[src/rtl/shim_pkg.sv]
package shim_pkg;

  typedef enum logic [1:0] {
    SZ_BYTE = 2'd0,
    SZ_HALF = 2'd1,
    SZ_WORD = 2'd2
  } xfer_size_e;

  typedef enum logic [2:0] {
    K_PASS,
    K_SHADOW,
    K_MERGE,
    K_MASK,
    K_INTEN,
    K_VER
  } req_kind_e;

  typedef enum logic [2:0] {
    S_IDLE,
    S_RD_WAIT,
    S_LOC_RSP,
    S_GAP_RD,
    S_GAP_WAIT,
    S_GAP_WR
  } seq_state_e;

endpackage

[src/rtl/shim_decode.sv]
module shim_decode
  import shim_pkg::*;
#(
  parameter int unsigned ADDR_W    = 8,
  parameter logic [ADDR_W-1:0] XFER_OFS  = 8'h0C,
  parameter logic [ADDR_W-1:0] CMD_OFS   = 8'h0E,
  parameter logic [ADDR_W-1:0] SIGEN_OFS = 8'h38,
  parameter logic [ADDR_W-1:0] INTEN_OFS = 8'h34,
  parameter logic [ADDR_W-1:0] VER_OFS   = 8'hFE
) (
  input  logic              is_write,
  input  logic [1:0]        size,
  input  logic [ADDR_W-1:0] addr,
  input  logic              gap_en,
  input  logic              ver_en,
  output req_kind_e         kind
);

  logic half_op, word_op;

  assign half_op = (size == SZ_HALF);
  assign word_op = (size == SZ_WORD);

  always_comb begin
    kind = K_PASS;
    if (is_write) begin
      if (half_op && addr == XFER_OFS)                 kind = K_SHADOW;
      else if (half_op && addr == CMD_OFS)             kind = K_MERGE;
      else if (word_op && addr == SIGEN_OFS)           kind = K_MASK;
      else if (word_op && addr == INTEN_OFS && gap_en) kind = K_INTEN;
    end else if (half_op && addr == VER_OFS && ver_en) begin
      kind = K_VER;
    end
  end

endmodule

[src/rtl/shim_xform.sv]
module shim_xform
  import shim_pkg::*;
#(
  parameter int unsigned ADDR_W = 8,
  parameter int unsigned DATA_W = 32,
  parameter logic [ADDR_W-1:0] XFER_OFS  = 8'h0C,
  parameter logic [DATA_W-1:0] DROP_MASK = 32'h0003_0000
) (
  input  logic              clk,
  input  logic              rst_n,
  input  logic              shadow_load,
  input  req_kind_e         kind,
  input  logic [1:0]        in_size,
  input  logic [ADDR_W-1:0] in_addr,
  input  logic [DATA_W-1:0] in_data,
  output logic [1:0]        out_size,
  output logic [ADDR_W-1:0] out_addr,
  output logic [DATA_W-1:0] out_data
);

  localparam int unsigned HALF_W = DATA_W / 2;

  logic [HALF_W-1:0] shadow_q;

  // Held transfer-mode halfword, joined to the next command halfword.
  always_ff @(posedge clk or negedge rst_n) begin
    if (!rst_n)           shadow_q <= '0;
    else if (shadow_load) shadow_q <= in_data[HALF_W-1:0];
  end

  always_comb begin
    out_size = in_size;
    out_addr = in_addr;
    out_data = in_data;
    case (kind)
      K_MERGE: begin
        out_size = SZ_WORD;
        out_addr = XFER_OFS;
        out_data = {in_data[HALF_W-1:0], shadow_q};
      end
      K_MASK:  out_data = in_data & ~DROP_MASK;
      default: ;
    endcase
  end

endmodule

[src/rtl/shim_seq.sv]
module shim_seq
  import shim_pkg::*;
#(
  parameter int unsigned ADDR_W = 8,
  parameter int unsigned DATA_W = 32,
  parameter logic [ADDR_W-1:0] GAP_OFS = 8'h2A,
  parameter int unsigned GAP_BIT = 3,
  parameter logic [DATA_W/2-1:0] VER_CODE = 16'h0001
) (
  input  logic              clk,
  input  logic              rst_n,
  input  req_kind_e         kind,
  input  logic              card_int,
  input  logic              up_valid,
  output logic              up_ready,
  input  logic              up_write,
  output logic              up_rvalid,
  output logic [DATA_W-1:0] up_rdata,
  input  logic [1:0]        xf_size,
  input  logic [ADDR_W-1:0] xf_addr,
  input  logic [DATA_W-1:0] xf_data,
  output logic              shadow_load,
  output logic              dn_valid,
  input  logic              dn_ready,
  output logic              dn_write,
  output logic [1:0]        dn_size,
  output logic [ADDR_W-1:0] dn_addr,
  output logic [DATA_W-1:0] dn_wdata,
  input  logic              dn_rvalid,
  input  logic [DATA_W-1:0] dn_rdata
);

  localparam int unsigned HALF_W = DATA_W / 2;
  localparam logic [7:0]  GAP_MSK = 8'(1 << GAP_BIT);

  seq_state_e st_q, st_d;
  logic       card_q;
  logic [7:0] gap_q;
  logic [7:0] gap_new;

  assign gap_new = card_q ? (gap_q | GAP_MSK) : (gap_q & ~GAP_MSK);

  always_comb begin
    st_d        = st_q;
    up_ready    = 1'b0;
    up_rvalid   = 1'b0;
    up_rdata    = '0;
    shadow_load = 1'b0;
    dn_valid    = 1'b0;
    dn_write    = 1'b0;
    dn_size     = SZ_BYTE;
    dn_addr     = '0;
    dn_wdata    = '0;
    case (st_q)
      S_IDLE: begin
        case (kind)
          K_SHADOW: begin
            up_ready    = 1'b1;
            shadow_load = up_valid;
          end
          K_VER: begin
            up_ready = 1'b1;
            if (up_valid) st_d = S_LOC_RSP;
          end
          default: begin
            dn_valid = up_valid;
            dn_write = up_write;
            dn_size  = xf_size;
            dn_addr  = xf_addr;
            dn_wdata = xf_data;
            up_ready = dn_ready;
            if (up_valid && dn_ready) begin
              if (!up_write)            st_d = S_RD_WAIT;
              else if (kind == K_INTEN) st_d = S_GAP_RD;
            end
          end
        endcase
      end
      S_RD_WAIT: begin
        up_rvalid = dn_rvalid;
        up_rdata  = dn_rdata;
        if (dn_rvalid) st_d = S_IDLE;
      end
      S_LOC_RSP: begin
        up_rvalid = 1'b1;
        up_rdata  = {{HALF_W{1'b0}}, VER_CODE};
        st_d      = S_IDLE;
      end
      S_GAP_RD: begin
        dn_valid = 1'b1;
        dn_addr  = GAP_OFS;
        if (dn_ready) st_d = S_GAP_WAIT;
      end
      S_GAP_WAIT: begin
        if (dn_rvalid) st_d = S_GAP_WR;
      end
      S_GAP_WR: begin
        dn_valid = 1'b1;
        dn_write = 1'b1;
        dn_addr  = GAP_OFS;
        dn_wdata = {{(DATA_W-8){1'b0}}, gap_new};
        if (dn_ready) st_d = S_IDLE;
      end
      default: st_d = S_IDLE;
    endcase
  end

  always_ff @(posedge clk or negedge rst_n) begin
    if (!rst_n) begin
      st_q   <= S_IDLE;
      card_q <= 1'b0;
      gap_q  <= '0;
    end else begin
      st_q <= st_d;
      if (st_q == S_IDLE && kind == K_INTEN && up_valid && dn_ready)
        card_q <= card_int;
      if (st_q == S_GAP_WAIT && dn_rvalid)
        gap_q <= dn_rdata[7:0];
    end
  end

endmodule

[src/rtl/regwr_combine_shim.sv]
module regwr_combine_shim
  import shim_pkg::*;
#(
  parameter int unsigned ADDR_W = 8,
  parameter int unsigned DATA_W = 32,
  parameter logic [ADDR_W-1:0] XFER_OFS  = 8'h0C,
  parameter logic [ADDR_W-1:0] CMD_OFS   = 8'h0E,
  parameter logic [ADDR_W-1:0] SIGEN_OFS = 8'h38,
  parameter logic [ADDR_W-1:0] INTEN_OFS = 8'h34,
  parameter logic [ADDR_W-1:0] GAP_OFS   = 8'h2A,
  parameter logic [ADDR_W-1:0] VER_OFS   = 8'hFE,
  parameter logic [DATA_W-1:0] DROP_MASK = 32'h0003_0000,
  parameter int unsigned CARD_BIT = 8,
  parameter int unsigned GAP_BIT  = 3,
  parameter logic [DATA_W/2-1:0] VER_CODE = 16'h0001
) (
  input  logic              clk,
  input  logic              rst_n,
  input  logic              gap_det_en,
  input  logic              ver_ovr_en,
  input  logic              up_valid,
  output logic              up_ready,
  input  logic              up_write,
  input  logic [1:0]        up_size,
  input  logic [ADDR_W-1:0] up_addr,
  input  logic [DATA_W-1:0] up_wdata,
  output logic              up_rvalid,
  output logic [DATA_W-1:0] up_rdata,
  output logic              dn_valid,
  input  logic              dn_ready,
  output logic              dn_write,
  output logic [1:0]        dn_size,
  output logic [ADDR_W-1:0] dn_addr,
  output logic [DATA_W-1:0] dn_wdata,
  input  logic              dn_rvalid,
  input  logic [DATA_W-1:0] dn_rdata
);

  req_kind_e         kind;
  logic              shadow_load;
  logic [1:0]        xf_size;
  logic [ADDR_W-1:0] xf_addr;
  logic [DATA_W-1:0] xf_data;

  shim_decode #(
    .ADDR_W(ADDR_W), .XFER_OFS(XFER_OFS), .CMD_OFS(CMD_OFS),
    .SIGEN_OFS(SIGEN_OFS), .INTEN_OFS(INTEN_OFS), .VER_OFS(VER_OFS)
  ) u_decode (
    .is_write (up_write),
    .size     (up_size),
    .addr     (up_addr),
    .gap_en   (gap_det_en),
    .ver_en   (ver_ovr_en),
    .kind     (kind)
  );

  shim_xform #(
    .ADDR_W(ADDR_W), .DATA_W(DATA_W), .XFER_OFS(XFER_OFS), .DROP_MASK(DROP_MASK)
  ) u_xform (
    .clk         (clk),
    .rst_n       (rst_n),
    .shadow_load (shadow_load),
    .kind        (kind),
    .in_size     (up_size),
    .in_addr     (up_addr),
    .in_data     (up_wdata),
    .out_size    (xf_size),
    .out_addr    (xf_addr),
    .out_data    (xf_data)
  );

  shim_seq #(
    .ADDR_W(ADDR_W), .DATA_W(DATA_W), .GAP_OFS(GAP_OFS),
    .GAP_BIT(GAP_BIT), .VER_CODE(VER_CODE)
  ) u_seq (
    .clk         (clk),
    .rst_n       (rst_n),
    .kind        (kind),
    .card_int    (up_wdata[CARD_BIT]),
    .up_valid    (up_valid),
    .up_ready    (up_ready),
    .up_write    (up_write),
    .up_rvalid   (up_rvalid),
    .up_rdata    (up_rdata),
    .xf_size     (xf_size),
    .xf_addr     (xf_addr),
    .xf_data     (xf_data),
    .shadow_load (shadow_load),
    .dn_valid    (dn_valid),
    .dn_ready    (dn_ready),
    .dn_write    (dn_write),
    .dn_size     (dn_size),
    .dn_addr     (dn_addr),
    .dn_wdata    (dn_wdata),
    .dn_rvalid   (dn_rvalid),
    .dn_rdata    (dn_rdata)
  );

endmodule

[config.mk]
export PLATFORM = sky130hd
export DESIGN_NAME = regwr_combine_shim
export DESIGN_NICKNAME = d
export VERILOG_FILES = /design/src/rtl/shim_pkg.sv /design/src/rtl/shim_decode.sv /design/src/rtl/shim_xform.sv /design/src/rtl/shim_seq.sv /design/src/rtl/regwr_combine_shim.sv
export SDC_FILE = /design/constraint.sdc
export NUM_CORES = 1
export LEC_CHECK = 0
export BUFFER_PORTS_ARGS = -buffer_cell sky130_fd_sc_hd__buf_2
export CAP_MARGIN = 20
export CORE_MARGIN = 2
export CORE_UTILIZATION = 42
export DETAILED_ROUTE_END_ITERATION = 10
export PLACE_DENSITY = 0.8
export SLEW_MARGIN = 20
export SYNTH_ARGS = -nofsm -noshare
export SYNTH_HDL_FRONTEND = slang
export SYNTH_SLANG_ARGS = --single-unit
[constraint.sdc]
create_clock -name clk -period 2.1 [get_ports clk]
set_clock_uncertainty 0.1 [all_clocks]
set_input_delay 0.105 -clock clk [delete_from_list [all_inputs] [get_ports clk]]
set_output_delay 0.105 -clock clk [all_outputs]
set_load 0.005 [all_outputs]
Word level (Yosys, flattened, before mapping). Index checks and enable logic that the tools add are counted. Widths: inputs -> output; s select.

$add $sub $neg: 0. Multipliers: 0. Divide/modulo/power cells: 0. Order comparisons: 0. Eq/ne operators: 25. Shifts and indexed selects: 0. Muxes and demuxes: 36. Bitwise logic cells: 0. Reductions and logical operators: 16.

Operator list (count): $pmux 32 s2 (3); $mux 3 (14); $mux 32 (1); $eq 8x4->1 const B (2); $eq 8x6->1 const B (2); $mux 8 (2); $pmux 8 s2 (1); $pmux 3 s5 (1); $eq 3x2->1 const B (4); $eq 3x3->1 const B (4); $logic_and 1x1->1 (12); $ne 2x2->1 const B (5); $eq 8x8->1 const B (1); $reduce_and 8->1 (1); $eq 3x1->1 const B (2); $mux 1 (6); $mux 2 (3); $pmux 1 s2 (3); $pmux 3 s2 (1); $mux 4 (1); $ne 4x4->1 const B (1); $reduce_or 2->1 (2); $logic_not 3->1 (1); $ne 3x2->1 const B (1); other kinds (3) (3).

Flip-flop bits (word level): 28. Bits in latches: 0. Bits in writable memories: 0. ROM bits: 0. Output and inout bits: 78. Logic and storage cells: 81. Memories kept: 0.

Logic depth before layout (Yosys ltp). Gate-level depths: netlist of the first run.

Word-level depth: 14. Mapped depth: 7. Gate-level depth less buffers: 5.

Modules after synthesis. A second synthesis of the first run with hierarchy kept.

Cells, all modules: 243. Area total of the unflattened synthesis: 2396.0 µm².

By module, submodules not included: shim_seq (instances 1, cells each 142, area each 1183.6 µm², seq. area each 275.3 µm²); shim_xform (instances 1, cells each 84, area each 1092.3 µm², seq. area each 400.4 µm²); shim_decode (instances 1, cells each 17, area each 120.1 µm², seq. area each 0.0 µm²).

Worst setup path before layout of the first run. No wires, ideal clock.

Kind: reg-to-reg. Start point: register u_seq.st_q[1]. End point: register u_xform.shadow_q[10]. Library setup time: 0.125 ns. Arrival: 1.509 ns. Slack: 0.366 ns. Cell stages (with the launch flop): 5. Buffers on the path: 1. Cell sequence: dfrtp_1 > nor3_2 > nand4_4 > buf_6 > mux2_4.

Word-level cells in the longest chain between the ends: 2.

RTL lines: start: declaration (line shim_seq.sv:36) `seq_state_e st_q, st_d;`; start signal: assignment (line shim_seq.sv:114) `st_q <= st_d;`; $logic_not 3->1 (line shim_seq.sv:54) `case (st_q)`; $mux 1 (line shim_seq.sv:54); end signal: assignment (line shim_xform.sv:28) `else if (shadow_load) shadow_q <= in_data[HALF_W-1:0];`; end: declaration (line shim_xform.sv:23) `logic [HALF_W-1:0] shadow_q;`.

Every way passes these cells. A chain may end at the register's enable or synchronous reset.

Worst setup path after layout of the first run.
Start point: input up_addr[7]. End point: output dn_wdata[0].

Word-level cells in the longest chain between the ends: 12. Elaborated cells on any way between the ends: 26. Classes of those cells: eq/ne (9); mux (9); reduce/logical (8).

RTL lines: start: declaration (line regwr_combine_shim.sv:25) `input logic [ADDR_W-1:0] up_addr,`; $eq 8x6->1 (line shim_decode.sv:30) `else if (word_op && addr == INTEN_OFS && gap_en) kind = K_INTEN;`; $logic_and 1x1->1 (2 in series) (line shim_decode.sv:30); $mux 3 (line shim_decode.sv:30); $mux 3 (line shim_decode.sv:29) `else if (word_op && addr == SIGEN_OFS) kind = K_MASK;`; $mux 3 (line shim_decode.sv:28) `else if (half_op && addr == CMD_OFS) kind = K_MERGE;`; $mux 3 (line shim_decode.sv:27) `if (half_op && addr == XFER_OFS) kind = K_SHADOW;`; $mux 3 * (line shim_decode.sv:26) `if (is_write) begin`; $eq 3x2->1 (tied with other cells) (line shim_xform.sv:35) `case (kind)`; $pmux 32 s2 / $reduce_or 2->1 (equally long branches); $mux 32 * (line shim_seq.sv:56) `case (kind)`; $pmux 32 s2 * (line shim_seq.sv:54); end: declaration (line regwr_combine_shim.sv:34) `output logic [DATA_W-1:0] dn_wdata,`.

Every way passes the cells marked *; elsewhere a longest branch is shown, timed or not.

==> metrics.csv, run 1 <==
stage;metric;value;unit
layout;n_diodes;0;
cts;Worst-path clk slew;0.09;ns
placement;global placer's final weighted congestion;0.8218;
sta;Tmin final;2.019;ns
layout;Final nets;522;
sta;Max Slew Vio Count;0;
die;full die area;5971;sq um
logic_synthesis;Yosys reg bits;27;
critical_path;crit path capture type;output port;
cts;CTS tree;yes;
run_status;status;complete, no violations;
detailed_routing;DRC violations left;0;
logic_synthesis;most common library cells after synthesis;59 x nand2_1, 37 x and2_1, 28 x a21oi_1;
logic_synthesis;Post-Syn Area;2255;sq um
grt;pin count of the biggest net entering global routing;34;
grt;total track usage;22.40;%
detailed_routing;Detailed Route Iter0 Violations;124;
cts;CTS sink count;27;
die;# rows;26;
detailed_routing;Via density;4.961;
grt;antenna violations before repair;0;
critical_path;Buf+Inv Stages, Crit Path;3;
layout;Design Area, Final;3368;sq um
sta;fmax;495.4;MHz
detailed_routing;routed len/inst;13.33;microns
worst_hold_path;Hold Crit Endpoint;u_xform.shadow_q[13];
die;core box area;5140;sq um
die;die width;77.27;microns
logic_synthesis;Post-Syn Instances;266;
logic_synthesis;top cells by area, synth;dfrtp_1 30%, and2_1 10%, nand2_1 9.8%;
critical_path;worst reg2reg path depth;4;
sta;fin worst setup slack;0.08139;ns
sta;Min Hold Slack;0.007729;ns
critical_path;critical path class;input port to output port;
sta;RSZ-0062 raised after global routing;true;
logic_synthesis;EDFF count, synth;0;
sta;Fin. Hold Viols;0;
pwr;Static Leakage;1.807;nW
logic_synthesis;Ys Warns;0;
placement;Post-DP Area;3119;sq um
logic_synthesis;unique cell type count in the Yosys netlist;43;
critical_path;reg2reg start;u_seq.st_q[0];
layout;ratio of cells with drive above 1 in the final layout;48.97;%
critical_path;worst-path cell chain;buf_2, or3b_4, nor4b_4, and2_1, buf_12, mux2i_1, o21ai_2, buf_2;
layout;Filler cells;440;
logic_synthesis;Syn Nets;348;
critical_path;r2r setup slk;0.26;ns
detailed_routing;DRT Wirelength;6.787;mm
cts;CTS buffer count;3;
critical_path;most used cell, CP;buf_2;
worst_hold_path;hold depth;2;
die;boundary pin count;160;
sta;final setup vio count;0;
placement;pre-CTS setup slack;0.08651;ns
pwr;pwr dens;584.7;nW/um^2
critical_path;Worst EP arrival;1.81;ns
cts;clk_lat worst skew;0.27;ns
critical_path;CP required;1.89;ns
layout;synthesis-to-finish area growth;49.39;%
placement;Post-DP HPWL;5.237;mm
logic_synthesis;Top FF cell, synth;dfrtp_1;
critical_path;r2r endpoint;u_xform.shadow_q[6];
pwr;worst vdd ir;0.3202;mV
worst_hold_path;Worst Hold Class;input port to flip-flop;
critical_path;critical path peak fanout;33;
critical_path;CP peak stage delay;0.43;ns
logic_synthesis;post-synthesis sequential area ratio;29.97;%
cts;Root Buffer;clkbuf_8;
detailed_routing;via count;2525;
detailed_routing;Final ANT Viol Nets;0;
detailed_routing;drt pass-1 iters;4;
logic_synthesis;post-synthesis async set-or-reset flop share;100.0;%
worst_hold_path;Worst Hold Launch;up_wdata[13];
sta;slew margin rel.;58.45;%
cts;htree depth;1;
critical_path;slowest CP cell;or3b_4;
logic_synthesis;post-synth top area share;29.97;%
critical_path;Crit path max-delay family;simple AND/OR/NAND/NOR gates;
die;Initial Utilization;43.87;%
pwr;Tot Pwr;1.969;mW
logic_synthesis;cell with the most instances after synthesis;nand2_1;
cts;Clock Path Buffers;2;
grt;vias in the first global route;2324;
grt;first-pass GRT wire length;11.14;mm
grt;GRT overflow;0;
logic_synthesis;area leader, netlist;dfrtp_1;
job;max-cap check violation count;0;
placement;IO buf count;159;
logic_synthesis;average size of a mapped cell;8.476;sq um
sta;slew at the pin closest to its max-slew limit;0.6233;ns
sta;crit share post-route;96.12;%
die;die height;77.27;microns
critical_path;CP Launch Type;input port;
layout;Core Util, Final;65.53;%
## flip-flops by register name, indices dropped and copies added (netlist names)
signal / cells
u_seq.st_q: 3
u_xform.shadow_q: 16
u_seq.gap_q: 7
u_seq.card_q: 1
## worst reg2reg max path, stage by stage (launching register included)
cell and delay [ns]:
dfrtp_2 0.47, nor3_4 0.26, buf_6 0.15, nand4_4 0.33, mux2_4 0.43
## how the worst max path moves through the flow
stage / start / slack [ns] / cells after the start / endpoint
6_report: up_addr[7] / 0.08 / 8 / dn_wdata[0]
5_1_grt: up_addr[7] / -0.0007 / 8 / dn_wdata[6]
4_1_cts: u_seq.st_q[1] / 0.03 / 6 / dn_wdata[6]
3_5_place_dp: up_addr[7] / 0.09 / 8 / dn_wdata[1]
3_3_place_gp: up_addr[7] / 0.11 / 8 / dn_wdata[6]
2_1_floorplan: u_seq.st_q[1] / 0.37 / 4 / u_xform.shadow_q[10]
## stage by stage
step,cells,TNS (ns)
3_5_place_dp,487,0
6_report,509,0
5_1_grt,509,-0.0006612
3_3_place_gp,487,0
2_1_floorplan,266,0
4_1_cts,508,0
## report_power, final
part,internal [mW],total [mW],switching [mW]
logic,0.538,1.03,0.489
registers,0.597,0.642,0.0454
clock network,0.135,0.300,0.166
## what timing repair did
action | 4_1_cts | 5_1_grt
hold buffers | 17 | 1
pin swaps | 0 | 1
resized for setup | 2 | 5
setup buffers | 0 | 0
setup endpoints to repair | 14 | 38
endpoints found under the hold margin | 43 | 1
## layout by cell type (no fill, tap or decap), types with 2 or more instances in the layout
cell             n
o211ai_1         2
buf_4            7
nand4_1          2
nand2_1         59
and2_1          36
mux2_4          10
dfrtp_1         25
a22oi_1          2
nand3_1          2
dlygate4sd3_1   18
nand2b_1         4
nand4b_1         2
a21o_1           4
dfrtp_2          2
buf_2          159
clkbuf_8         3
o21ai_0          5
and3_1           3
a21oi_1         28
mux2i_1          9
nor2_1          10
nor4_1           2
o21a_1           2
o21ai_2          5
mux2_2          14
## kinds of logic after synthesis
group	synth area share (%)
DFF	29.97
xor gates and xnor gates	0.3885
and+or+nand+nor	33.46
buffers and inverters	4.772
AOI/OAI and AO/OA	13.32
muxes	18.09
## layer usage
layer / up-vias / track usage (%) / wire length, microns
met5: - / 0 / 0
met1: 1168 / 28.17 / 2848
met3: 2 / 4.353 / 455
met4: 0 / 2.679 / 15
met2: 94 / 40.70 / 3467
li1: 1261 / - / -
## area by class of cell
class	instances	area, sq um	area share [%]
multi-input combinational	221	1490	44.24
timing repair buffer	186	1060	31.46
sequential	27	678.2	20.13
tap	70	87.58	2.600
clock buffer	3	41.29	1.226
clock inverter	1	7.507	0.2229
inverter	1	3.754	0.1114
Note: power is estimated with default switching activity, not from simulation.
==> run 2: changes to the inputs <==
--- a/config.mk
+++ b/config.mk
@@ -7,7 +7,7 @@
 export LEC_CHECK = 0
 export BUFFER_PORTS_ARGS = -buffer_cell sky130_fd_sc_hd__buf_2
 export CAP_MARGIN = 20
-export CORE_MARGIN = 2
+export CORE_MARGIN = 4
 export CORE_UTILIZATION = 42
 export DETAILED_ROUTE_END_ITERATION = 10
 export PLACE_DENSITY = 0.8
==> run 2 against run 1 <==
  * Critical path depth unchanged
  * First-iteration DRC count fell by 12%
  * Utilization is 2.2 points higher
  * Fmax shrank 1.3%
  * Largest cell class unchanged
==> metrics.csv, run 2 (synthesis results as in run 1) <==
stage;metric;value;unit;change
critical_path;Worst EP arrival;1.84;ns;+0.03 ns
run_status;status;complete, no violations;;
detailed_routing;drt pass-1 iters;4;;unchanged
sta;final setup vio count;0;;unchanged
layout;Filler cells;445;;+1.1%
cts;CTS tree;yes;;
critical_path;r2r setup slk;0.26;ns;about the same
detailed_routing;DRC violations left;0;;unchanged
layout;top flop regs;u_xform.shadow_q (16), u_seq.gap_q (7), u_seq.st_q (3);;
grt;vias in the first global route;2504;;+7.7%
cts;Worst-path clk slew;0.10;ns;about the same
die;# rows;26;;unchanged
grt;pin count of the biggest net entering global routing;34;;unchanged
die;die width;81.27;microns;+5.2%
critical_path;critical path class;input port to output port;;
sta;Tmin final;2.046;ns;+0.02715 ns
sta;slew margin rel.;58.50;%;about the same
critical_path;worst reg2reg path depth;4;;unchanged
pwr;Switching Fraction;36.06;%;+0.50 points
pwr;pwr dens;591.7;nW/um^2;+1.2%
pwr;Reg power frac;31.2;%;-1.4 points
layout;most frequent cells in the layout;159 x buf_2, 59 x nand2_1, 35 x and2_1, 28 x a21oi_1, 27 x dfrtp_1;;
critical_path;crit path capture type;output port;;
detailed_routing;DRT Wirelength;7.639;mm;+13%
die;full die area;6605;sq um;+11%
cts;clk_lat worst skew;0.27;ns;about the same
job;max-cap check violation count;0;;unchanged
pwr;switching pwr;743.1;uW;+6.1%
sta;Max Slew Vio Count;0;;unchanged
die;core box area;5140;sq um;unchanged
pwr;Tot Pwr;2.060;mW;+4.6%
placement;IO buf count;159;;unchanged
layout;synthesis-to-finish area growth;54.44;%;
critical_path;Worst Setup SP;up_addr[7];;
layout;n_diodes;0;;unchanged
critical_path;r2r endpoint;u_xform.shadow_q[6];;
grt;total track usage;21.27;%;-1.1 points
placement;global placer's final weighted congestion;0.9117;;+11%
detailed_routing;Final ANT Viol Nets;0;;unchanged
detailed_routing;routed len/inst;14.78;microns;+11%
sta;slew at the pin closest to its max-slew limit;0.6225;ns;-0.0007253 ns
cts;CTS buffer count;3;;unchanged
die;boundary pin count;160;;unchanged
die;die height;81.27;microns;+5.2%
detailed_routing;Via density;5.070;;+2.2%
placement;Post-DP HPWL;5.604;mm;+7.0%
critical_path;critical path peak fanout;17;;-48%
critical_path;CP Launch Type;input port;;
pwr;Internal Power;1.317;mW;+3.8%
sta;crit share post-route;97.42;%;+1.3 points
pwr;Gate power share;53.9;%;+1.7 points
pwr;Static Leakage;1.872;nW;+3.6%
cts;htree depth;1;;unchanged
layout;Biggest register;u_xform.shadow_q;;
sta;fin worst setup slack;0.05424;ns;-0.02715 ns
layout;Final nets;530;;+1.5%
layout;Finished Layout Cells;517;;+1.6%
placement;placed insts;485;;-0.41%
layout;max FFs per register;16;;unchanged
detailed_routing;Detailed Route Iter0 Violations;109;;-12%
detailed_routing;via count;2621;;+3.8%
sta;Fin. Hold Viols;0;;unchanged
pwr;worst vdd ir;0.3431;mV;+7.1%
placement;pre-CTS setup slack;0.07339;ns;-0.01312 ns
cts;Clock Path Buffers;2;;unchanged
pwr;clock network power share;14.9;%;-0.3 points
cts;CTS sink count;27;;unchanged
worst_hold_path;Worst Hold Class;input port to flip-flop;;
critical_path;reg2reg start;u_seq.st_q[1];;
sta;Min Hold Slack;0.02255;ns;+0.01482 ns
critical_path;CP required;1.89;ns;about the same
grt;antenna violations before repair;0;;unchanged
layout;commonest non-fill, non-tap cell in the layout;buf_2;;
layout;ratio of cells with drive above 1 in the final layout;49.66;%;+0.69 points
die;Initial Utilization;43.87;%;unchanged
sta;fmax;488.8;MHz;-1.3%
critical_path;Critical Path Sink;dn_wdata[5];;
grt;GRT overflow;0;;unchanged
sta;TNS Setup;0;ns;unchanged
cts;Root Buffer;clkbuf_8;;
grt;first-pass GRT wire length;11.15;mm;+0.13%
-- run 2: cell types whose count changed in the layout (fill, tap and decap cells not counted), sizes merged --
cell / change
clkbuf: +2
dlygate4sd3: +1
buf: +5
-- run 2: through the flow --
| step | instance area, sq um | util (%) |
|---|---|---|
| 2_1_floorplan | 2255 | - |
| 4_1_cts | 3369 | 65.55 |
| 6_report | 3482 | 67.75 |
| 3_3_place_gp | 3117 | 60.64 |
| 5_1_grt | 3482 | 67.75 |
| 3_5_place_dp | 3117 | 60.64 |
-- run 2: how the worst min path moves through the flow --
stage	from	end	slack [ns]	cells after the start
after floorplan	rst_n	u_seq.card_q	-0.29	0
after global placement	rst_n	u_xform.shadow_q[15]	0.04	1
after detailed placement	rst_n	u_xform.shadow_q[11]	0.05	1
after CTS	up_wdata[8]	u_xform.shadow_q[8]	0.02	2
after global routing	up_wdata[2]	u_xform.shadow_q[2]	0.02	2
final	up_wdata[2]	u_xform.shadow_q[2]	0.02	2
-- run 2: what timing repair did --
item	in CTS	in global routing
endpoints found under the hold margin	45	0
hold buffers	19	0
gates resized for setup	3	5
buffers inserted	0	7
setup endpoints to repair	12	12
cloned	0	2
pin swaps	0	3
-- run 2: cell type report --
| type | instances | area [sq um] | area share (%) |
|---|---|---|---|
| clock buffers | 3 | 41.29 | 1.186 |
| flip-flops and latches | 27 | 675.6 | 19.40 |
| clock inverters | 1 | 7.507 | 0.2156 |
| repair buffers | 194 | 1166 | 33.49 |
| multi-input cells | 221 | 1500 | 43.08 |
| inverters | 1 | 3.754 | 0.1078 |
| well taps | 70 | 87.58 | 2.515 |
-- run 2: power groups by stage --
stage          Clock, mW  Combinational (mW)  Sequential, mW
6_report           0.306                1.11           0.643
5_1_grt            0.338                1.23           0.650
4_1_cts            0.314                1.04           0.642
3_5_place_dp           0                1.00           0.650
3_3_place_gp           0               0.980           0.644
2_1_floorplan          0               0.523           0.638
-- run 2: per-layer routing --
layer	share of wire, %	track usage (%)
met4	0.90	3.378
met5	0	0
met2	53	42.43
met1	39	23.51
met3	7.5	3.437
-- run 2: worst max-delay path, stage by stage --
cell and delay (ns):
buf_2 0.13, or3b_4 0.44, nor4_4 0.35, o21a_1 0.20, nand2b_2 0.20, buf_12 0.18, o21ai_0 0.11, buf_2 0.13
